`config.mk`:
```
export PLATFORM = sky130hd
export DESIGN_NAME = dual_interval_timer
export DESIGN_NICKNAME = d
export VERILOG_FILES = /design/src/rtl/ivt_pkg.sv /design/src/rtl/ivt_prescaler.sv /design/src/rtl/ivt_channel.sv /design/src/rtl/dual_interval_timer.sv
export SDC_FILE = /design/constraint.sdc
export NUM_CORES = 1
export LEC_CHECK = 0
export ABC_AREA = 1
export CORE_ASPECT_RATIO = 1.2
export CORE_MARGIN = 2
export CORE_UTILIZATION = 64
export CTS_CLUSTER_DIAMETER = 120
export CTS_CLUSTER_SIZE = 25
export DETAILED_ROUTE_END_ITERATION = 10
export PLACE_DENSITY = 0.86
export SETUP_SLACK_MARGIN = 0.1
export SYNTH_ARGS = -nofsm -noshare
export SYNTH_HDL_FRONTEND = slang
export SYNTH_HIERARCHICAL = 1
export SYNTH_SLANG_ARGS = --single-unit
```
`constraint.sdc`:
```
create_clock -name clk -period 6.45 [get_ports clk]
set_input_delay 0.645 -clock clk [delete_from_list [all_inputs] [get_ports clk]]
set_output_delay 0.645 -clock clk [all_outputs]
set_load 0.005 [all_outputs]
```
`src/rtl/ivt_pkg.sv`:
```
// Shared constants and types for the dual interval timer.
// Assumes a 16-bit data path and a 0x80-byte register window per channel.
package ivt_pkg;
    localparam int STRIDE_LSB = 7;   // channel window is 2^7 bytes
    localparam int CODE_W     = 4;   // divider code width
    localparam int MAX_CODE   = 8;   // largest effective divider exponent
    localparam int BIT_IE     = 8;
    localparam int BIT_RUN    = 5;
    localparam int BIT_SHOT   = 4;

    typedef enum logic [1:0] {
        RSEL_SETUP = 2'd0,
        RSEL_FLAG  = 2'd1,
        RSEL_LIMIT = 2'd2,
        RSEL_COUNT = 2'd3
    } rsel_e;

    typedef struct packed {
        logic              ie;
        logic              run;
        logic              shot;
        logic [CODE_W-1:0] code;
    } setup_t;
endpackage

```
`src/rtl/ivt_prescaler.sv`:
```
// Power-of-two clock divider for one channel.
// Emits a one-cycle tick every 2^code cycles while run is high; codes above
// MAX_CODE saturate. Phase returns to 0 whenever run is low.
module ivt_prescaler #(
    parameter int CODE_W   = 4,
    parameter int MAX_CODE = 8
) (
    input  logic              clk,
    input  logic              rst_n,
    input  logic              run,
    input  logic [CODE_W-1:0] code,
    output logic              tick
);
    localparam int PRE_W = MAX_CODE;
    localparam logic [CODE_W-1:0] CODE_CAP = CODE_W'(MAX_CODE);

    logic [PRE_W-1:0]  phase_q;
    logic [CODE_W-1:0] eff_code;
    logic [PRE_W:0]    span;

    assign eff_code = (code > CODE_CAP) ? CODE_CAP : code;
    assign span     = (PRE_W+1)'(1) << eff_code;
    assign tick     = run && (({1'b0, phase_q} + (PRE_W+1)'(1)) >= span);

    // Advance the divider phase, wrapping on each tick and clearing when idle.
    always_ff @(posedge clk) begin
        if (!rst_n) begin
            phase_q <= '0;
        end else if (!run || tick) begin
            phase_q <= '0;
        end else begin
            phase_q <= phase_q + PRE_W'(1);
        end
    end
endmodule

```
`src/rtl/ivt_channel.sv`:
```
// One timer channel: setup, flag, limit and live-count state.
// Assumes CNT_W >= 9 so every setup field fits the data word. A terminal
// event takes priority over a same-cycle flag clear, so no event is lost.
module ivt_channel
    import ivt_pkg::*;
#(
    parameter int CNT_W = 16
) (
    input  logic             clk,
    input  logic             rst_n,
    input  logic             wr_setup,
    input  logic             wr_flag,
    input  logic             wr_limit,
    input  logic [CNT_W-1:0] wdata,
    output logic [CNT_W-1:0] setup_rd,
    output logic [CNT_W-1:0] count,
    output logic [CNT_W-1:0] limit,
    output logic             flag,
    output logic             running,
    output logic             irq
);
    setup_t           setup_q;
    logic [CNT_W-1:0] count_q;
    logic [CNT_W-1:0] limit_q;
    logic             flag_q;
    logic             tick;
    logic             term;

    ivt_prescaler #(
        .CODE_W  (CODE_W),
        .MAX_CODE(MAX_CODE)
    ) u_psc (
        .clk  (clk),
        .rst_n(rst_n),
        .run  (setup_q.run),
        .code (setup_q.code),
        .tick (tick)
    );

    assign term = tick && (count_q == limit_q);

    // Setup register: software write, or hardware stop after a single shot.
    always_ff @(posedge clk) begin
        if (!rst_n) begin
            setup_q <= '0;
        end else if (wr_setup) begin
            setup_q.ie   <= wdata[BIT_IE];
            setup_q.run  <= wdata[BIT_RUN];
            setup_q.shot <= wdata[BIT_SHOT];
            setup_q.code <= wdata[CODE_W-1:0];
        end else if (term && setup_q.shot) begin
            setup_q.run  <= 1'b0;
        end
    end

    // Live counter: held at 0 while stopped, wraps to 0 at the limit.
    always_ff @(posedge clk) begin
        if (!rst_n || !setup_q.run) begin
            count_q <= '0;
        end else if (term) begin
            count_q <= '0;
        end else if (tick) begin
            count_q <= count_q + CNT_W'(1);
        end
    end

    // Limit register: plain software-written storage.
    always_ff @(posedge clk) begin
        if (!rst_n) begin
            limit_q <= '0;
        end else if (wr_limit) begin
            limit_q <= wdata;
        end
    end

    // Sticky flag: set by a terminal event, cleared by writing 1 to bit 0.
    always_ff @(posedge clk) begin
        if (!rst_n) begin
            flag_q <= 1'b0;
        end else if (term) begin
            flag_q <= 1'b1;
        end else if (wr_flag && wdata[0]) begin
            flag_q <= 1'b0;
        end
    end

    // Assemble the setup readback; unused bits read 0.
    always_comb begin
        setup_rd                = '0;
        setup_rd[BIT_IE]        = setup_q.ie;
        setup_rd[BIT_RUN]       = setup_q.run;
        setup_rd[BIT_SHOT]      = setup_q.shot;
        setup_rd[CODE_W-1:0]    = setup_q.code;
    end

    assign count   = count_q;
    assign limit   = limit_q;
    assign flag    = flag_q;
    assign running = setup_q.run;
    assign irq     = flag_q && setup_q.ie;
endmodule

```
`src/rtl/dual_interval_timer.sv`:
```
// Top of the multi-channel interval timer: address decode, channel array,
// registered read data and ready. Assumes NCH channels fit the address
// space (NCH < 2^(ADDR_W-7)) and that req is a single-cycle strobe per access.
module dual_interval_timer
    import ivt_pkg::*;
#(
    parameter int NCH    = 2,
    parameter int CNT_W  = 16,
    parameter int ADDR_W = 10
) (
    input  logic              clk,
    input  logic              rst_n,
    input  logic              req,
    input  logic              we,
    input  logic [ADDR_W-1:0] addr,
    input  logic [CNT_W-1:0]  wdata,
    output logic [CNT_W-1:0]  rdata,
    output logic              ready,
    output logic [NCH-1:0]    irq
);
    localparam int BLK_W = ADDR_W - STRIDE_LSB;

    logic [BLK_W-1:0]          blk;
    logic                      off_ok;
    rsel_e                     rsel;
    logic [NCH-1:0][CNT_W-1:0] ch_setup;
    logic [NCH-1:0][CNT_W-1:0] ch_count;
    logic [NCH-1:0][CNT_W-1:0] ch_limit;
    logic [NCH-1:0]            ch_flag;
    logic [NCH-1:0]            ch_run;
    logic [CNT_W-1:0]          rd_next;
    logic [CNT_W-1:0]          rdata_q;
    logic                      ready_q;

    assign blk    = addr[ADDR_W-1:STRIDE_LSB];
    assign off_ok = (addr[1:0] == 2'b00) && (addr[STRIDE_LSB-1:4] == '0);
    assign rsel   = rsel_e'(addr[3:2]);

    for (genvar c = 0; c < NCH; c++) begin : g_ch
        logic wsel;
        assign wsel = req && we && off_ok && (blk == BLK_W'(c + 1));

        ivt_channel #(
            .CNT_W(CNT_W)
        ) u_ch (
            .clk     (clk),
            .rst_n   (rst_n),
            .wr_setup(wsel && (rsel == RSEL_SETUP)),
            .wr_flag (wsel && (rsel == RSEL_FLAG)),
            .wr_limit(wsel && (rsel == RSEL_LIMIT)),
            .wdata   (wdata),
            .setup_rd(ch_setup[c]),
            .count   (ch_count[c]),
            .limit   (ch_limit[c]),
            .flag    (ch_flag[c]),
            .running (ch_run[c]),
            .irq     (irq[c])
        );
    end

    // Select the addressed register; unmapped addresses yield 0.
    always_comb begin
        rd_next = '0;
        for (int c = 0; c < NCH; c++) begin
            if (off_ok && (blk == BLK_W'(c + 1))) begin
                unique case (rsel)
                    RSEL_SETUP: rd_next = ch_setup[c];
                    RSEL_FLAG:  rd_next = CNT_W'(ch_flag[c]);
                    RSEL_LIMIT: rd_next = ch_limit[c];
                    RSEL_COUNT: rd_next = ch_count[c];
                endcase
            end
        end
    end

    // Register the response one cycle after each request.
    always_ff @(posedge clk) begin
        if (!rst_n) begin
            ready_q <= 1'b0;
            rdata_q <= '0;
        end else begin
            ready_q <= req;
            rdata_q <= (req && !we) ? rd_next : '0;
        end
    end

    assign rdata = rdata_q;
    assign ready = ready_q;
endmodule

```
==> impl_metrics.tcl <==
set metrics [dict create \
    wl_mm 16.1 \
    final_cell_mix "nand2_1 (285), nor2_1 (121), dfxtp_1 (113)" \
    multi_input_area_um2 3600 \
    cp_slowest_cell "clkinv_1" \
    areaGrowthSynthToFinish_pct 16.7 \
    slew_headroom 0.374 \
    pwr_density_cell_nw_per_um2 234 \
    outcome "finished, final reports clean" \
    worst_slew_pin_slew_ns 0.938 \
    synthFlopType "dfxtp_1" \
    via_count 6360 \
    p_clk_frac 0.576 \
    cp_data_required_time_ns 6.73 \
    core_area_um2 10000 \
    worstHoldPathType "register to register" \
    fp.dieH_um 115 \
    fillers 762 \
    tns_ns 0 \
    finalCriticalPeriod_ns 3.17 \
    ioPinCount 49 \
    clkSlewWorstSetupHoldPaths_ns 0.05 \
    start_util 0.655 \
    wire_per_inst_um 13.7 \
    htreeDepth 4 \
    antenna_found_initial 0 \
    postCtsHoldBufs 0 \
    synth_area_um2 6550 \
    fmax_mhz 316 \
    ff_latch_area_um2 2260 \
    cp.arrival_ns 3.45 \
    ys_ff_latch 113 \
    clk_latency_ns 0.41 \
    post_cts_buffers 0 \
    syn_area_per_cell_um2 6.55 \
    synth_edf_count 0 \
    setup_slack_ns 3.28 \
    syn_inst 1000 \
    rsz0062_at_grt "no" \
    cts.sinks 113 \
    critPathMaxFanout 27 \
    first_pass_iters 5 \
    crit_buf_inv 2 \
    slew_viol_final 0 \
    numPortBuffers 48 \
    overflow 0 \
    grt_pass1_wl_mm 26.9 \
    skew_ns 0.00584 \
    grt_pass1_vias 5851 \
    drtIter0Drc 484 \
    crit_family "simple AND/OR/NAND/NOR gates" \
    p_total_mw 1.79 \
    swShare 0.199 \
    critPathMaxStageDelay_ns 0.59 \
    nNetsFinal 1093 \
    layout_commonest_cell "nand2_1" \
    ys.warnings.count 6 \
    n_antenna_cell 0 \
    routabilityCongestion 0.861 \
    p_int_mw 1.43 \
    grt_usage 0.310 \
    crit_path_frequent_cell "nor2_1" \
    dp.cells 1148 \
    final_hold_viol_count 0 \
    clk_path_buf_depth 2 \
    drc 0 \
    setup_viol 0 \
    worst_setup_path_start_kind "input port" \
    p_leak_nw 3.17 \
    grt_max_degree 52 \
    ir_worst_vdd_uv 166 \
    cts_tree "done" \
    drtAntennaViolNets 0 \
    instances_no_fill 1179 \
    combPwrFrac 0.034 \
    vias_per_cell 5.39 \
    maxCapViolCount 0 \
    rows 40 \
    ys_async_sr_fraction 0 \
    drive_gt1_frac 0.0940 \
    die_area_um2 11100 \
    yosysUniqueCellTypes 36 \
    period_share 0.491 \
    ctsResizeCount 0 \
    seq_area_frac_synth 0.345 \
    place_ws_ns 2.92 \
    cts_root_buf "clkbuf_16" \
    p_sw_mw 0.357 \
    post-dp-hpwl_mm 11.0 \
    fin_util 0.764 \
    die_width_um 96.4 \
    crit_chain "clkdlybuf4s50_1, nor2_1, nand3b_1, nor2_2, nand3_1, nor2_1, clkinv_1, o21ai_0, a21oi_1" \
    cp-end-kind "register" \
    pwr-share-seq 0.391 \
    cts_buffers 17 \
    worstSetupPathType "input port to register" \
    reg2reg_slack_ns 3.39 \
]
[kinds of logic (layout without fill, tap and decap cells)]
| kind of cell | Yosys count | after routing | share of synthesized area |
|---|---|---|---|
| AND/OR/NAND/NOR | 546 | 546 | 0.368 |
| AO/OA/AOI/OAI | 126 | 126 | 0.0989 |
| other | 2 | 18 | 0.00115 |
| XOR/XNOR | 22 | 22 | 0.0294 |
| flip-flops | 113 | 113 | 0.345 |
| adder cells (fa/ha/maj) | 22 | 22 | 0.0420 |
| buffers and inverters | 169 | 206 | 0.116 |
[metal layers]
layer,GRT usage,vias up,wire (µm)
met5,0,-,0
met4,0.123,0,556
met3,0.0655,46,915
met2,0.530,226,7940
met1,0.378,2876,6710
li1,-,3212,-
[area by class of cell]
| cell class | instances | area share |
|---|---|---|
| Clock buffer | 20 | 0.0610 |
| Clock inverter | 11 | 0.0241 |
| Inverter | 122 | 0.0602 |
| Multi-Input combinational cell | 734 | 0.470 |
| Sequential cell | 113 | 0.296 |
| Tap cell | 126 | 0.0206 |
| Timing Repair Buffer | 53 | 0.0677 |
[path summary, 6_finish.rpt]
kind	startpoint	end	cells after the start
setup / recovery	addr[5]	g_ch[1].u_ch/limit[11]	9
hold / removal	g_ch[1].u_ch/u_psc/phase_q[0]	g_ch[1].u_ch/u_psc/phase_q[0]	1
setup reg to reg	g_ch[0].u_ch/u_psc/phase_q[0]	g_ch[0].u_ch/count[15]	19
hold reg to reg	g_ch[1].u_ch/u_psc/phase_q[0]	g_ch[1].u_ch/u_psc/phase_q[0]	1
[sequential cells by signal (all words and copies together) (netlist names)]
name / flops
g_ch.u_ch/count: 32
g_ch.u_ch/flag: 2
g_ch.u_ch/limit: 32
g_ch.u_ch/running: 2
g_ch.u_ch/setup_rd: 12
g_ch.u_ch/u_psc/phase_q: 16
rdata: 16
ready: 1
[power by group through the flow]
| stage | Sequential (mW) | Clock (mW) | Combinational, mW |
|---|---|---|---|
| after floorplan | 0.714 | 0 | 0.0337 |
| after global placement | 0.714 | 0 | 0.0575 |
| after detailed placement | 0.714 | 0 | 0.0576 |
| after CTS | 0.699 | 1.03 | 0.0583 |
| after global routing | 0.699 | 1.07 | 0.0648 |
| final | 0.699 | 1.03 | 0.0605 |
[through the flow]
step,hold WS (ns),instance area [µm²]
after floorplan,0.433,6610
after global placement,0.459,7000
after detailed placement,0.468,7000
after CTS,0.483,7650
after global routing,0.510,7650
final,0.480,7650
[synth_stat cells (3+ instances only)]
cell | count | share of area
nand2_1 | 285 | 0.16
nand3_2 | 8 | 0.012
inv_2 | 22 | 0.013
ha_1 | 22 | 0.042
nand4_1 | 16 | 0.015
buf_4 | 20 | 0.023
buf_2 | 12 | 0.0092
xor2_1 | 16 | 0.021
nor2_1 | 122 | 0.070
inv_1 | 96 | 0.055
nor2_2 | 7 | 0.0067
nand3b_1 | 3 | 0.0034
nor3_1 | 16 | 0.012
buf_6 | 4 | 0.0069
or2_2 | 3 | 0.0029
nor2_4 | 4 | 0.0069
nand2_2 | 8 | 0.0076
xnor2_1 | 6 | 0.0080
dfxtp_1 | 113 | 0.35
a21oi_1 | 72 | 0.055
o21ai_0 | 47 | 0.036
clkbuf_1 | 9 | 0.0052
nand3_1 | 64 | 0.049
Note: power is estimated with default switching activity, not from simulation.
